$ cat src/rtl/bprep_pkg.sv
// Shared types for the bank preparation scan.
// Assumes: nothing beyond a two-state scan controller.
package bprep_pkg;
    typedef enum logic {
        SCAN_IDLE = 1'b0,
        SCAN_RUN  = 1'b1
    } scan_state_e;
endpackage

$ cat src/rtl/bprep_sequencer.sv
// Walks the bank index from 0 to NB-1, one step per clock, after a start
// seen while idle, then pulses done for one cycle.
// Assumes: start is ignored while a scan runs.
module bprep_sequencer
    import bprep_pkg::*;
#(
    parameter int NB = 8,
    parameter int IW = (NB > 1) ? $clog2(NB) : 1
) (
    input  logic          clk,
    input  logic          rst_n,
    input  logic          start,
    output logic          busy,
    output logic [IW-1:0] idx,
    output logic          done
);
    localparam logic [IW-1:0] LAST_IDX = IW'(NB - 1);

    scan_state_e state_q;

    // Scan state, bank index and end-of-scan pulse.
    always_ff @(posedge clk) begin
        if (!rst_n) begin
            state_q <= SCAN_IDLE;
            idx     <= '0;
            done    <= 1'b0;
        end else begin
            done <= 1'b0;
            case (state_q)
                SCAN_IDLE: begin
                    if (start) begin
                        state_q <= SCAN_RUN;
                        idx     <= '0;
                    end
                end
                default: begin
                    if (idx == LAST_IDX) begin
                        state_q <= SCAN_IDLE;
                        done    <= 1'b1;
                    end else begin
                        idx <= idx + 1'b1;
                    end
                end
            endcase
        end
    end

    // Busy flag derived from the state.
    always_comb busy = (state_q == SCAN_RUN);

    assert_start_busy_R2: assert property (@(posedge clk) disable iff (!rst_n)
        (start && !busy) |=> busy);
    assert_done_pulse_R2: assert property (@(posedge clk) disable iff (!rst_n)
        done |=> !done);
    assert_done_idle_R2: assert property (@(posedge clk) disable iff (!rst_n)
        done |-> !busy);
endmodule

$ cat src/rtl/bprep_bank_eval.sv
// Combinational timing evaluation of one bank: activate time, seamless
// test against the column deadline, and hidden-activate test.
// Assumes: EW is wide enough that max(TW)+max(TW)+max(TW) does not wrap.
module bprep_bank_eval #(
    parameter int TW = 16,
    parameter int EW = TW + 2
) (
    input  logic          row_open,
    input  logic [TW-1:0] act_allowed,
    input  logic [TW-1:0] pre_allowed,
    input  logic [TW-1:0] col_allowed,
    input  logic [TW-1:0] now_time,
    input  logic [TW-1:0] col_deadline,
    input  logic [TW-1:0] t_rp,
    input  logic [TW-1:0] t_rcd,
    output logic [EW-1:0] act_at,
    output logic          seamless,
    output logic          hidden_ok
);
    logic [EW-1:0] now_e, act_e, pre_e, col_e, dl_e, rp_e, rcd_e;
    logic [EW-1:0] pre_base, col_at, hid_raw, hid_lim;

    // Widen every operand so sums cannot wrap.
    always_comb begin
        now_e = EW'(now_time);
        act_e = EW'(act_allowed);
        pre_e = EW'(pre_allowed);
        col_e = EW'(col_allowed);
        dl_e  = EW'(col_deadline);
        rp_e  = EW'(t_rp);
        rcd_e = EW'(t_rcd);
    end

    // Activate time for closed and open rows.
    always_comb begin
        pre_base = (pre_e > now_e) ? pre_e : now_e;
        if (row_open)
            act_at = pre_base + rp_e;
        else
            act_at = (act_e > now_e) ? act_e : now_e;
    end

    // Earliest column time and the seamless test.
    always_comb begin
        col_at   = (col_e > (act_at + rcd_e)) ? col_e : (act_at + rcd_e);
        seamless = (col_at <= dl_e);
    end

    // Hidden-activate limit, clamped at the current time.
    always_comb begin
        hid_raw   = (dl_e >= rcd_e) ? (dl_e - rcd_e) : '0;
        hid_lim   = (hid_raw > now_e) ? hid_raw : now_e;
        hidden_ok = (act_at <= hid_lim);
    end
endmodule

$ cat src/rtl/bprep_accum.sv
// Folds one evaluated bank per clock into the running result: the
// best-bank mask, the seamless-found flag, the running minimum activate
// time and the hidden flag of the last accepted bank.
// Assumes: clear and step are never high together.
module bprep_accum #(
    parameter int NB = 8,
    parameter int EW = 18,
    parameter int IW = 3
) (
    input  logic          clk,
    input  logic          rst_n,
    input  logic          clear,
    input  logic          step,
    input  logic [IW-1:0] idx,
    input  logic          bank_waiting,
    input  logic [EW-1:0] act_at,
    input  logic          seamless,
    input  logic          hidden_ok,
    output logic [NB-1:0] mask,
    output logic          hidden_prep
);
    logic          found_q;
    logic [EW-1:0] run_min_q;
    logic          accept, wipe;
    logic [NB-1:0] onehot;

    // Acceptance and wipe decisions for the bank under evaluation.
    always_comb begin
        accept = seamless || (!found_q && (act_at <= run_min_q));
        wipe   = !found_q && (seamless || (act_at < run_min_q));
        onehot = NB'(1) << idx;
    end

    // Running result registers.
    always_ff @(posedge clk) begin
        if (!rst_n || clear) begin
            mask        <= '0;
            hidden_prep <= 1'b0;
            found_q     <= 1'b0;
            run_min_q   <= '1;
        end else if (step && bank_waiting && accept) begin
            mask        <= (wipe ? '0 : mask) | onehot;
            found_q     <= found_q | seamless;
            hidden_prep <= hidden_ok;
            run_min_q   <= act_at;
        end
    end

    assert_found_sticky_R7: assert property (@(posedge clk) disable iff (!rst_n)
        (step && found_q) |=> found_q);
    assert_mask_held_R2: assert property (@(posedge clk) disable iff (!rst_n)
        (!step && !clear) |=> $stable(mask));
endmodule

$ cat src/rtl/bank_prep_scan.sv
// Top of the earliest bank preparation mask unit. Splits the flat
// per-bank inputs, steps through the banks with the sequencer, evaluates
// the selected bank and accumulates the mask.
// Assumes: all data inputs stay stable from start until done.
module bank_prep_scan #(
    parameter int RANKS          = 2,
    parameter int BANKS_PER_RANK = 4,
    parameter int TW             = 16
) (
    input  logic                                  clk,
    input  logic                                  rst_n,
    input  logic                                  start,
    input  logic [RANKS*BANKS_PER_RANK-1:0]       waiting_mask,
    input  logic [RANKS*BANKS_PER_RANK-1:0]       row_open,
    input  logic [RANKS*BANKS_PER_RANK*TW-1:0]    act_allowed,
    input  logic [RANKS*BANKS_PER_RANK*TW-1:0]    pre_allowed,
    input  logic [RANKS*BANKS_PER_RANK*TW-1:0]    col_allowed,
    input  logic [TW-1:0]                         now_time,
    input  logic [TW-1:0]                         col_deadline,
    input  logic [TW-1:0]                         t_rp,
    input  logic [TW-1:0]                         t_rcd,
    output logic                                  busy,
    output logic                                  done,
    output logic [RANKS*BANKS_PER_RANK-1:0]       best_mask,
    output logic                                  hidden_prep
);
    localparam int NB = RANKS * BANKS_PER_RANK;
    localparam int IW = (NB > 1) ? $clog2(NB) : 1;
    localparam int EW = TW + 2;

    logic [TW-1:0] act_arr [NB];
    logic [TW-1:0] pre_arr [NB];
    logic [TW-1:0] col_arr [NB];

    // Per-bank field split of the flat time vectors.
    for (genvar g = 0; g < NB; g++) begin : g_split
        assign act_arr[g] = act_allowed[g*TW +: TW];
        assign pre_arr[g] = pre_allowed[g*TW +: TW];
        assign col_arr[g] = col_allowed[g*TW +: TW];
    end

    logic [IW-1:0] idx;
    logic [EW-1:0] act_at;
    logic          seamless, hidden_ok;

    bprep_sequencer #(.NB(NB), .IW(IW)) u_seq (
        .clk   (clk),
        .rst_n (rst_n),
        .start (start),
        .busy  (busy),
        .idx   (idx),
        .done  (done)
    );

    bprep_bank_eval #(.TW(TW), .EW(EW)) u_eval (
        .row_open     (row_open[idx]),
        .act_allowed  (act_arr[idx]),
        .pre_allowed  (pre_arr[idx]),
        .col_allowed  (col_arr[idx]),
        .now_time     (now_time),
        .col_deadline (col_deadline),
        .t_rp         (t_rp),
        .t_rcd        (t_rcd),
        .act_at       (act_at),
        .seamless     (seamless),
        .hidden_ok    (hidden_ok)
    );

    bprep_accum #(.NB(NB), .EW(EW), .IW(IW)) u_acc (
        .clk          (clk),
        .rst_n        (rst_n),
        .clear        (start && !busy),
        .step         (busy),
        .idx          (idx),
        .bank_waiting (waiting_mask[idx]),
        .act_at       (act_at),
        .seamless     (seamless),
        .hidden_ok    (hidden_ok),
        .mask         (best_mask),
        .hidden_prep  (hidden_prep)
    );

    assert_mask_waiting_R3: assert property (@(posedge clk) disable iff (!rst_n)
        done |-> ((best_mask & ~waiting_mask) == '0));
endmodule

$ cat config.mk
export PLATFORM = sky130hd
export DESIGN_NAME = bank_prep_scan
export DESIGN_NICKNAME = d
export VERILOG_FILES = /design/src/rtl/bprep_pkg.sv /design/src/rtl/bprep_sequencer.sv /design/src/rtl/bprep_bank_eval.sv /design/src/rtl/bprep_accum.sv /design/src/rtl/bank_prep_scan.sv
export SDC_FILE = /design/constraint.sdc
export NUM_CORES = 1
export LEC_CHECK = 0
export ABC_AREA = 1
export BUFFER_PORTS_ARGS = -buffer_cell sky130_fd_sc_hd__buf_4
export CAP_MARGIN = 10
export CORE_AREA = 4 4 186 188
export CTS_CLUSTER_SIZE = 10
export DETAILED_ROUTE_END_ITERATION = 10
export DIE_AREA = 0 0 190 192
export PLACE_DENSITY_LB_ADDON = 0.08
export REMOVE_ABC_BUFFERS = 1
export SYNTH_ARGS = -nofsm -noshare
export SYNTH_HDL_FRONTEND = slang
export SYNTH_SLANG_ARGS = --single-unit
export TNS_END_PERCENT = 1
$ cat constraint.sdc
create_clock -name clk -period 12.1 [get_ports clk]
set_input_delay 0.605 -clock clk [delete_from_list [all_inputs] [get_ports clk]]
set_output_delay 0.605 -clock clk [all_outputs]
set_load 0.05 [all_outputs]
==> run metrics, run 1 <==
clk root buf clkbuf_16; Leak 8.098 nW; RSZ-0062 raised after global routing false; outcome finished clean; r2r startpoint u_seq.idx[0]$_SDFFE_PN0P_; synth cell count leaders 423 x nand2_1, 305 x nor2_1, 246 x o21ai_0, 192 x inv_1, 169 x ha_1; fillers 3641; IO Pins roughly 480; Post-Synth Adder-Cell Area about a fifth; Clk pin slew, worst setup/hold paths roughly 0.060 ns; Reg-to-Reg End u_acc.run_min_q[0]$_SDFFE_PP1P_; CTS tree done; Longest Clk Path Bufs 2; H-Tree Depth 2; Synth Area in Simple Gates 32.51%; synth unique cells 47; DIE WIDTH roughly 190 um; Tot GR Track Use a little under a quarter; relative slew slack a little over a third; Post-Syn Area per Cell between 5 and 6 um^2; VDD IR max around 0.00007 V; Gate Count Post-Synth roughly 1900; Initial Util around a third; vias in the first global route roughly 13000; dpl hpwl 36.95 mm; worst r2r path cells 61; flop and latch count out of synthesis 33; endpoint class of the critical path flop; die span in y ~190 um; Setup TNS Final 0 ns; Worst Max-Slew Pin Slew 0.9630 ns; mux contribution to synthesized area less than 1%; routed vias/inst 5.048; layout cells sized above 1 between 20 and 25%; ys async rst share 0%; nets 2982; fmax roughly 95 MHz; pwr dens around 110 nW/um^2; Hold Path Class reg -> reg; peak fanout along the critical path 107; final setup fails 0; largest net degree at the start of global routing ~110; Routed Antenna Nets 0; Wirelength per Cell 15.99 um; Cell Int Power 0.7905 mW; end of the critical path u_acc.run_min_q[0]$_SDFFE_PP1P_; Post-Place Cell Area between 10000 and 15000 um^2; Synth Cell Area 10740 um^2; WHS 0.4635 ns; Synth-to-Final Area Change 38.08%; final hold vios 0; CP startpoint u_seq.idx[0]$_SDFFE_PN0P_; Post-CTS Setup Bufs 0; max-capacitance violation count 0; Worst-Skew Late Latency 0.28 ns; # resized after CTS 0; Max Clock Skew around 0.0056 ns; final instance area 14820 um^2; combinational fraction of design power approximately 83%; post-synth top area cell ha_1; initial antenna violation count 1; clock share of power under 10%; crit-path max cell delay 0.70 ns; gp weighted congestion about 0.91; synth warn 0; Net Sw Frac 52.93%; CTS buffer count 5; core region area approximately 33000 um^2; reg2reg setup slack 1.53 ns; drt pass-1 iters 5; # DRC 0; Post-synth EDFFs 0; Slowest cell on crit path dfxtp_4; CP dominant cell by count nand2_1; Sequential Power Share slightly above 7%; fin crit share between 80 and 90%; clock sink count 33; largest family of logic cells by synthesized area simple AND/OR/NAND/NOR gates; initial DRC count slightly above 800; gr ovfl total 0; Main synth FF type dfxtp_1; Die Area roughly 36000 um^2; top cell type's share of synthesized area between 10% and 20%; Period minus WS final 10.57 ns; P_sw around 0.89 mW; Req. time, crit path 12.32 ns; Worst Setup Start Kind flop; total number of vias between 10000 and 15000; FP Rows between 60 and 70; Crit Path Category reg -> reg; first-pass GRT wire length between 60 and 70 mm; cts hold-fix bufs 0; Area contributors post-synth ha_1 20%, nand2_1 15%, o21ai_0 11%, nor2_1 11%, a21oi_1 7.5%; xor and xnor area share after synthesis under 10%; IO Port Bufs 477; Slew Viols, Final 0; wirelength, routed about 45 mm; post-synthesis sequential area ratio 6.154%; CP arrival between 10 and 15 ns; Compound-Gate Fraction of Synth Area 27.81%; most common cell in the synthesized netlist nand2_1
[routing by layer]
layer	track usage (%)	vias to the layer above	share of wire (%)
li1	-	7337	-
met3	2.326	45	5.8
met2	39.94	400	47
met1	30.67	6318	46
met5	0	-	0
met4	3.951	0	1.5
[sequential cells by signal, indices dropped and copies added, names as in the netlist]
signal / count
u_seq.busy: 1
u_acc.found_q: 1
u_acc.mask: 8
u_acc.hidden_prep: 1
u_seq.done: 1
u_seq.idx: 3
u_acc.run_min_q: 18
[worst max-delay path: cells and delay by family, from the launching register on]
kind	cells	cell delay, ns
and+or+nand+nor	34	3.92
adders and majority gates	6	1.98
buffers and inverters	9	1.82
AOI/OAI and AO/OA	11	1.68
DFF	1	0.70
xor gates and xnor gates	1	0.24
[area by class of cell]
| class | instances | area [um^2] | share of cell area [%] |
|---|---|---|---|
| tap | 448 | 560.5 | 3.782 |
| antenna | 1 | 2.502 | 0.01688 |
| multi-input combinational | 1608 | 8907 | 60.09 |
| clock buffer | 5 | 125.1 | 0.8441 |
| timing repair buffer | 496 | 3736 | 25.20 |
| clock inverter | 3 | 65.06 | 0.4389 |
| inverter | 199 | 757.0 | 5.107 |
| sequential | 33 | 669.4 | 4.516 |
[logic make-up after synthesis]
logic type / Yosys count
DFF: 33
and+or+nand+nor: 863
xor gates and xnor gates: 26
AOI/OAI and AO/OA: 544
muxes: 3
adders and majority gates: 172
buffers and inverters: 294
[worst min path at each step]
stage	start	end	slack [ns]	cells past startpoint
after floorplan	u_acc.run_min_q[16]$_SDFFE_PP1P_	u_acc.run_min_q[16]$_SDFFE_PP1P_	0.43	2
after global placement	u_acc.run_min_q[16]$_SDFFE_PP1P_	u_acc.run_min_q[16]$_SDFFE_PP1P_	0.44	2
after detailed placement	u_acc.run_min_q[16]$_SDFFE_PP1P_	u_acc.run_min_q[16]$_SDFFE_PP1P_	0.45	2
after CTS	u_acc.mask[1]$_SDFFE_PP0P_	u_acc.mask[1]$_SDFFE_PP0P_	0.46	2
after global routing	u_acc.mask[0]$_SDFFE_PP0P_	u_acc.mask[0]$_SDFFE_PP0P_	0.48	2
final	u_acc.mask[1]$_SDFFE_PP0P_	u_acc.mask[1]$_SDFFE_PP0P_	0.46	2
[placed cells by master, fill, tap and decap left out, drive strengths merged, types with 5 or more instances in the layout]
master / n
a31oi: 26
a211oi: 6
dfxtp: 33
o21a: 8
a21o: 6
ha: 169
nand2: 428
o22ai: 61
a32o: 10
nor2: 306
o21bai: 8
inv: 195
a21oi: 161
clkbuf: 5
buf: 496
nor4: 6
nand3: 86
clkinv: 5
nand4: 11
nor3: 8
xor2: 18
xnor2: 8
o21ai: 247
or2: 10
[stage by stage]
step / util (%) / total power, mW / setup WS (ns) / instances
2_1_floorplan: - / 1.069 / -2.411 / 1840
3_3_place_gp: 44.18 / 1.492 / 1.909 / 2784
3_5_place_dp: 44.18 / 1.508 / 1.579 / 2784
4_1_cts: 44.76 / 1.681 / 1.592 / 2792
5_1_grt: 44.76 / 1.899 / 0.3306 / 2793
6_report: 44.76 / 1.679 / 1.529 / 2793
[power by group through the flow]
| stage | sequential (mW) | combinational [mW] | clock [mW] |
|---|---|---|---|
| final | 0.122 | 1.39 | 0.166 |
| after global routing | 0.123 | 1.60 | 0.173 |
| after CTS | 0.122 | 1.39 | 0.168 |
| after detailed placement | 0.124 | 1.38 | 0 |
| after global placement | 0.124 | 1.37 | 0 |
| after floorplan | 0.134 | 0.935 | 0 |
Power figures use the tool's default switching activity.
==> run 2, diff against run 1 <==
--- a/config.mk
+++ b/config.mk
@@ -6,7 +6,7 @@
 export NUM_CORES = 1
 export LEC_CHECK = 0
 export ABC_AREA = 1
-export BUFFER_PORTS_ARGS = -buffer_cell sky130_fd_sc_hd__buf_4
+export BUFFER_PORTS_ARGS = -buffer_cell sky130_fd_sc_hd__buf_2
 export CAP_MARGIN = 10
 export CORE_AREA = 4 4 186 188
 export CTS_CLUSTER_SIZE = 10
==> run 2 against run 1 <==
Net effect: critical path depth shrank 6; maximum frequency shrank 0.79%; clock-buffer cell count up 3; cell count up 0.18%; non-clock buffer count grew 3; combinational power fell by 3%; global-route usage shrank 0.41 points; wire length decreased by 1.7%; clock skew decreased by 0.0034 ns; sequential share of layout area increased by 0.40 points; design area down 8.2%; utilization down 3.7 points.
==> run metrics, run 2 (synthesized netlist as in run 1, its figures left out) <==
dpl ws 1.352 ns (-0.2264 ns); Net Sw Frac 55.46% (+2.5 points); Req. time, crit path 12.25 ns (-0.07 ns); gp weighted congestion 0.8706 (-4.0%); IO Pins 478 (unchanged); first-pass GRT wire length 67.79 mm (-1.4%); Slowest cell on crit path dfxtp_4; routed vias/inst 5.044 (about the same); IO Port Bufs 477 (unchanged); Worst Setup Start Kind flop; placed insts 2786 (+0.072%); initial DRC count 833 (+2.8%); final core utilization 41.11% (-3.7 points); CP arrival 10.80 ns (about the same); total power 1.599 mW (-4.8%); Top reg by flops u_acc.run_min_q; Worst-Skew Late Latency 0.27 ns (about the same); Longest Clk Path Bufs 2 (unchanged); RSZ-0062 raised after global routing false; DIE WIDTH 190 um (unchanged); Routed Antenna Nets 0 (unchanged); core region area 33110 um^2 (unchanged); combinational fraction of design power 84.5% (+1.6 points); total number of vias 14113 (+0.092%); WHS 0.4599 ns (-0.003638 ns); clk root buf clkbuf_16; final hold vios 0 (unchanged); VDD IR max 0.00005978 V (-13%); Die Area 36480 um^2 (unchanged); fmax 93.85 MHz (-0.79%); drt pass-1 iters 6 (+1); commonest non-fill, non-tap cell in the layout buf_2; outcome finished clean; Slew Viols, Final 0 (unchanged); P_sw 0.8870 mW (-0.21%); Regs by FF count u_acc.run_min_q: 18 flops, u_acc.mask: 8 flops, u_seq.idx: 3 flops; setup ws final 1.445 ns (-0.08393 ns); Final Non-Filler Cells 2798 (+0.18%); final setup fails 0 (unchanged); Wirelength per Cell 15.70 um (-1.8%); nets 2985 (+0.10%); vias in the first global route 13469 (+1.1%); FP Rows 67 (unchanged); Max Clock Skew 0.002194 ns (-0.003426 ns); Crit Path Category reg -> reg; crit-path max cell delay 0.67 ns (-0.03 ns); wirelength, routed 43.92 mm (-1.7%); relative slew slack 40.59% (+4.8 points); # DRC 0 (unchanged); CTS tree done; Largest register FFs 18 (unchanged); commonest cells after routing, fill and taps aside 477 x buf_2, 423 x nand2_1, 305 x nor2_1; largest net degree at the start of global routing 123 (+14%); Initial Util 32.42% (unchanged); Hold Path Class reg -> reg; fillers 3762 (+3.3%); CP dominant cell by count nand2_1; Sequential Power Share 7.6% (+0.4 points); gr ovfl total 0 (unchanged); CTS buffer count 5 (unchanged); Cell Int Power 0.7123 mW (-9.9%); H-Tree Depth 2 (unchanged); peak fanout along the critical path 122 (+14%); Leak 7.686 nW (-5.1%); dpl hpwl 36.61 mm (-0.91%); # resized after CTS 0 (unchanged); initial antenna violation count 8 (+7); max-capacitance violation count 0 (unchanged); pwr dens 117.5 nW/um^2 (+3.7%); endpoint class of the critical path flop; Clk pin slew, worst setup/hold paths 0.05 ns (about the same); clock sink count 33 (unchanged); Synth-to-Final Area Change 26.81%; layout cells sized above 1 22.67% (about the same); Worst Max-Slew Pin Slew 0.8889 ns (-0.07407 ns); Period minus WS final 10.66 ns (+0.08393 ns); fin crit share 88.06% (+0.69 points); clock share of power 7.9% (-2.0 points); Tot GR Track Use 22.37% (-0.41 points); die span in y 192 um (unchanged)
==> run 2: worst paths after layout <==
kind | startpoint | to | slack (ns) | depth (start not counted)
max | u_seq.idx[0]$_SDFFE_PN0P_ | u_acc.run_min_q[17]$_SDFFE_PP1P_ | 1.44 | 55
min | u_acc.mask[1]$_SDFFE_PP0P_ | u_acc.mask[1]$_SDFFE_PP0P_ | 0.46 | 2
min reg2reg | u_acc.mask[1]$_SDFFE_PP0P_ | u_acc.mask[1]$_SDFFE_PP0P_ | 0.46 | 2
max reg2reg | u_seq.idx[0]$_SDFFE_PN0P_ | u_acc.run_min_q[17]$_SDFFE_PP1P_ | 1.44 | 55
==> run 2: through the flow <==
step                      TNS, ns  cell area (um^2)
after global placement          0             13440
after global routing            0             13610
after floorplan            -63.71             10320
final                           0             13610
after CTS                       0             13590
after detailed placement        0             13440
==> run 2: repair_timing <==
action                                  in CTS  in global routing
setup buffers                                0                  1
hold buffers                                 0                  0
endpoints found under the setup margin       0                 17
==> run 2: area by class of cell <==
class                           count  area [um^2]  area share, %
Antenna cell                        3        7.507        0.05515
Clock buffer                        8        146.4          1.075
Inverter                          199        757.0          5.561
Multi-Input combinational cell   1608         8907          65.43
Sequential cell                    33        669.4          4.917
Tap cell                          448        560.5          4.118
Timing Repair Buffer              499         2565          18.84
==> run 2: worst max-delay path: cells and delay by family, from the launching register on <==
kind            cells  cell delay [ns]
flops               1             0.67
simple gates       29             4.00
compound gates     11             1.69
xor+xnor            1             0.24
buf+inv             8             1.79
fa+ha+maj           6             2.02
==> run 2: power by group through the flow <==
| stage | combinational (mW) | clock (mW) | sequential, mW |
|---|---|---|---|
| detailed placement | 1.34 | 0 | 0.126 |
| CTS | 1.35 | 0.131 | 0.124 |
| global placement | 1.33 | 0 | 0.126 |
| floorplan | 0.935 | 0 | 0.134 |
| finish | 1.35 | 0.127 | 0.121 |
| global route | 1.57 | 0.136 | 0.122 |
==> run 2: metal layers <==
metal | track usage, % | share of wire (%) | up-vias
li1 | - | - | 7336
met1 | 29.53 | 45 | 6324
met2 | 39.83 | 48 | 397
met3 | 2.272 | 5.7 | 46
met4 | 4.146 | 1.5 | 10
met5 | 0 | 0.12 | -
==> run 3, diff against run 2 <==
==> constraint.sdc (replaced) <==
create_clock -name clk -period 12.1 [get_ports clk]
set_input_delay 1.815 -clock clk [delete_from_list [all_inputs] [get_ports clk]]
set_output_delay 1.815 -clock clk [all_outputs]
set_load 0.05 [all_outputs]
==> run 3 against run 2 <==
Net effect: sequential share of layout area is essentially flat; sequential power is essentially flat; maximum frequency shrank 2.1%; worst setup slack lost 0.22 ns; clock skew grew 0.0042 ns; sequential cell count is the same; cell count grew 0.18%; design area grew 0.44%; power grew 1.9%; critical endpoint unchanged; largest power group unchanged.
==> run metrics, run 3 (synthesized netlist as in run 1, its figures left out) <==
outcome finished clean; fmax 91.93 MHz (-2.1%); die span in y 192 um (unchanged); nets 2990 (+0.17%); total power 1.630 mW (+1.9%); gp weighted congestion 0.8965 (+3.0%); Period minus WS final 10.88 ns (+0.2233 ns); gr ovfl total 0 (unchanged); clk root buf clkbuf_16; dpl ws 0.9370 ns (-0.4152 ns); routed vias/inst 5.046 (about the same); peak fanout along the critical path 21 (-83%); clock share of power 9.0% (+1.1 points); core region area 33110 um^2 (unchanged); CP arrival 11.02 ns (+0.22 ns); Clk pin slew, worst setup/hold paths 0.05 ns (about the same); setup ws final 1.222 ns (-0.2233 ns); Crit Path Category in -> reg; Wirelength per Cell 15.61 um (-0.54%); DIE WIDTH 190 um (unchanged); wirelength, routed 43.76 mm (-0.36%); Initial Util 32.42% (unchanged); RSZ-0062 raised after global routing false; Synth-to-Final Area Change 27.37%; CP Buf/Inv Count 6 (-2); vias in the first global route 13460 (-0.067%); clock sink count 33 (unchanged); final setup fails 0 (unchanged); H-Tree Depth 2 (unchanged); dpl hpwl 36.52 mm (-0.24%); CTS buffer count 5 (unchanged); Die Area 36480 um^2 (unchanged); combinational fraction of design power 83.6% (-0.9 points); Post-Place Cell Area 13480 um^2 (+0.34%); commonest non-fill, non-tap cell in the layout buf_2; final hold vios 0 (unchanged); Leak 7.710 nW (+0.32%); FP Rows 67 (unchanged); Tot GR Track Use 22.40% (+0.033 points); CTS tree done; Routed Antenna Nets 0 (unchanged); commonest cells after routing, fill and taps aside 477 x buf_2, 423 x nand2_1, 305 x nor2_1; Req. time, crit path 12.24 ns (about the same); Hold Path Class reg -> reg; Worst-Skew Late Latency 0.27 ns (about the same); Slowest cell on crit path clkinvlp_4; Post-CTS Setup Bufs 0 (unchanged); endpoint class of the critical path flop; fin crit share 89.90% (+1.8 points); relative slew slack 37.55% (-3.0 points); # resized after CTS 0 (unchanged); final instance area 13670 um^2 (+0.44%); layout cells sized above 1 22.96% (+0.29 points); initial DRC count 774 (-7.1%); Worst Setup Start Kind primary input; Max Clock Skew 0.006378 ns (+0.004184 ns); P_sw 0.8893 mW (+0.25%); WHS 0.4579 ns (-0.001967 ns); Regs by FF count u_acc.run_min_q: 18 flops, u_acc.mask: 8 flops, u_seq.idx: 3 flops; IO Pins 478 (unchanged); total number of vias 14145 (+0.23%); Net Sw Frac 54.55% (-0.92 points); Slew Viols, Final 0 (unchanged); pwr dens 119.2 nW/um^2 (+1.5%); Worst Max-Slew Pin Slew 0.9344 ns (+0.04551 ns); max-capacitance violation count 0 (unchanged); Cell Int Power 0.7410 mW (+4.0%); Sequential Power Share 7.4% (-0.2 points); Top reg by flops u_acc.run_min_q; CP dominant cell by count nand2_1; Top delay family on crit path simple AND/OR/NAND/NOR gates; first-pass GRT wire length 67.89 mm (+0.15%); IO Port Bufs 477 (unchanged); initial antenna violation count 9 (+1); VDD IR max 0.00007156 V (+20%); largest net degree at the start of global routing 107 (-13%); # DRC 0 (unchanged); Longest Clk Path Bufs 2 (unchanged); cts hold-fix bufs 0 (unchanged); drt pass-1 iters 6 (unchanged); Largest register FFs 18 (unchanged); crit-path max cell delay 0.42 ns (-0.25 ns)
run 3: cell types whose count changed in the layout (fill, tap and decap cells not counted):
cell        change
clkinvlp_4      +1
bufinv_16       +1
buf_4           +6
clkbuf_1        -1
nor3_1          -1
inv_1           -1
buf_12          -1
nor3_2          +1
run 3: metrics by stage:
stage	utilization (%)	instances	setup TNS (ns)
after CTS	41.24	2800	0
after floorplan	-	1840	-63.71
after detailed placement	40.72	2792	0
final	41.29	2803	0
after global placement	40.72	2792	0
after global routing	41.29	2803	0
run 3: area by class of cell:
type / instances / area [um^2]
clock buffers: 7 / 142.6
flip-flops and latches: 33 / 669.4
repair buffers: 504 / 2590
well taps: 448 / 560.5
clock inverters: 1 / 30.03
diodes: 3 / 7.507
inverters: 199 / 760.7
multi-input cells: 1608 / 8912
fillers: 3763 / 19440
run 3: tightest hold or removal path, stage by stage (launching register included):
cell and delay [ns]:
dfxtp_1 0.30, nand2_1 0.06, a21oi_1 0.05
run 3: per-layer routing:
metal | vias to the layer above | global-route usage [%] | wire [um]
li1 | 7348 | - | -
met1 | 6358 | 29.80 | 19960
met2 | 388 | 39.63 | 20700
met3 | 41 | 2.617 | 2482
met4 | 10 | 3.589 | 552
met5 | - | 0 | 70
run 3: worst paths after layout:
kind / from / endpoint / slack (ns) / depth (start not counted)
max reg2reg: u_seq.idx[0]$_SDFFE_PN0P_ / u_acc.run_min_q[17]$_SDFFE_PP1P_ / 1.68 / 58
min: u_acc.mask[5]$_SDFFE_PP0P_ / u_acc.mask[5]$_SDFFE_PP0P_ / 0.46 / 2
max: pre_allowed[107] / u_acc.run_min_q[17]$_SDFFE_PP1P_ / 1.22 / 56
min reg2reg: u_acc.mask[5]$_SDFFE_PP0P_ / u_acc.mask[5]$_SDFFE_PP0P_ / 0.46 / 2
run 3: power by group through the flow:
stage | Sequential, mW | Combinational (mW) | Clock [mW]
floorplan | 0.134 | 0.935 | 0
detailed placement | 0.123 | 1.36 | 0
finish | 0.121 | 1.36 | 0.147
global route | 0.122 | 1.59 | 0.153
global placement | 0.123 | 1.33 | 0
CTS | 0.121 | 1.36 | 0.152
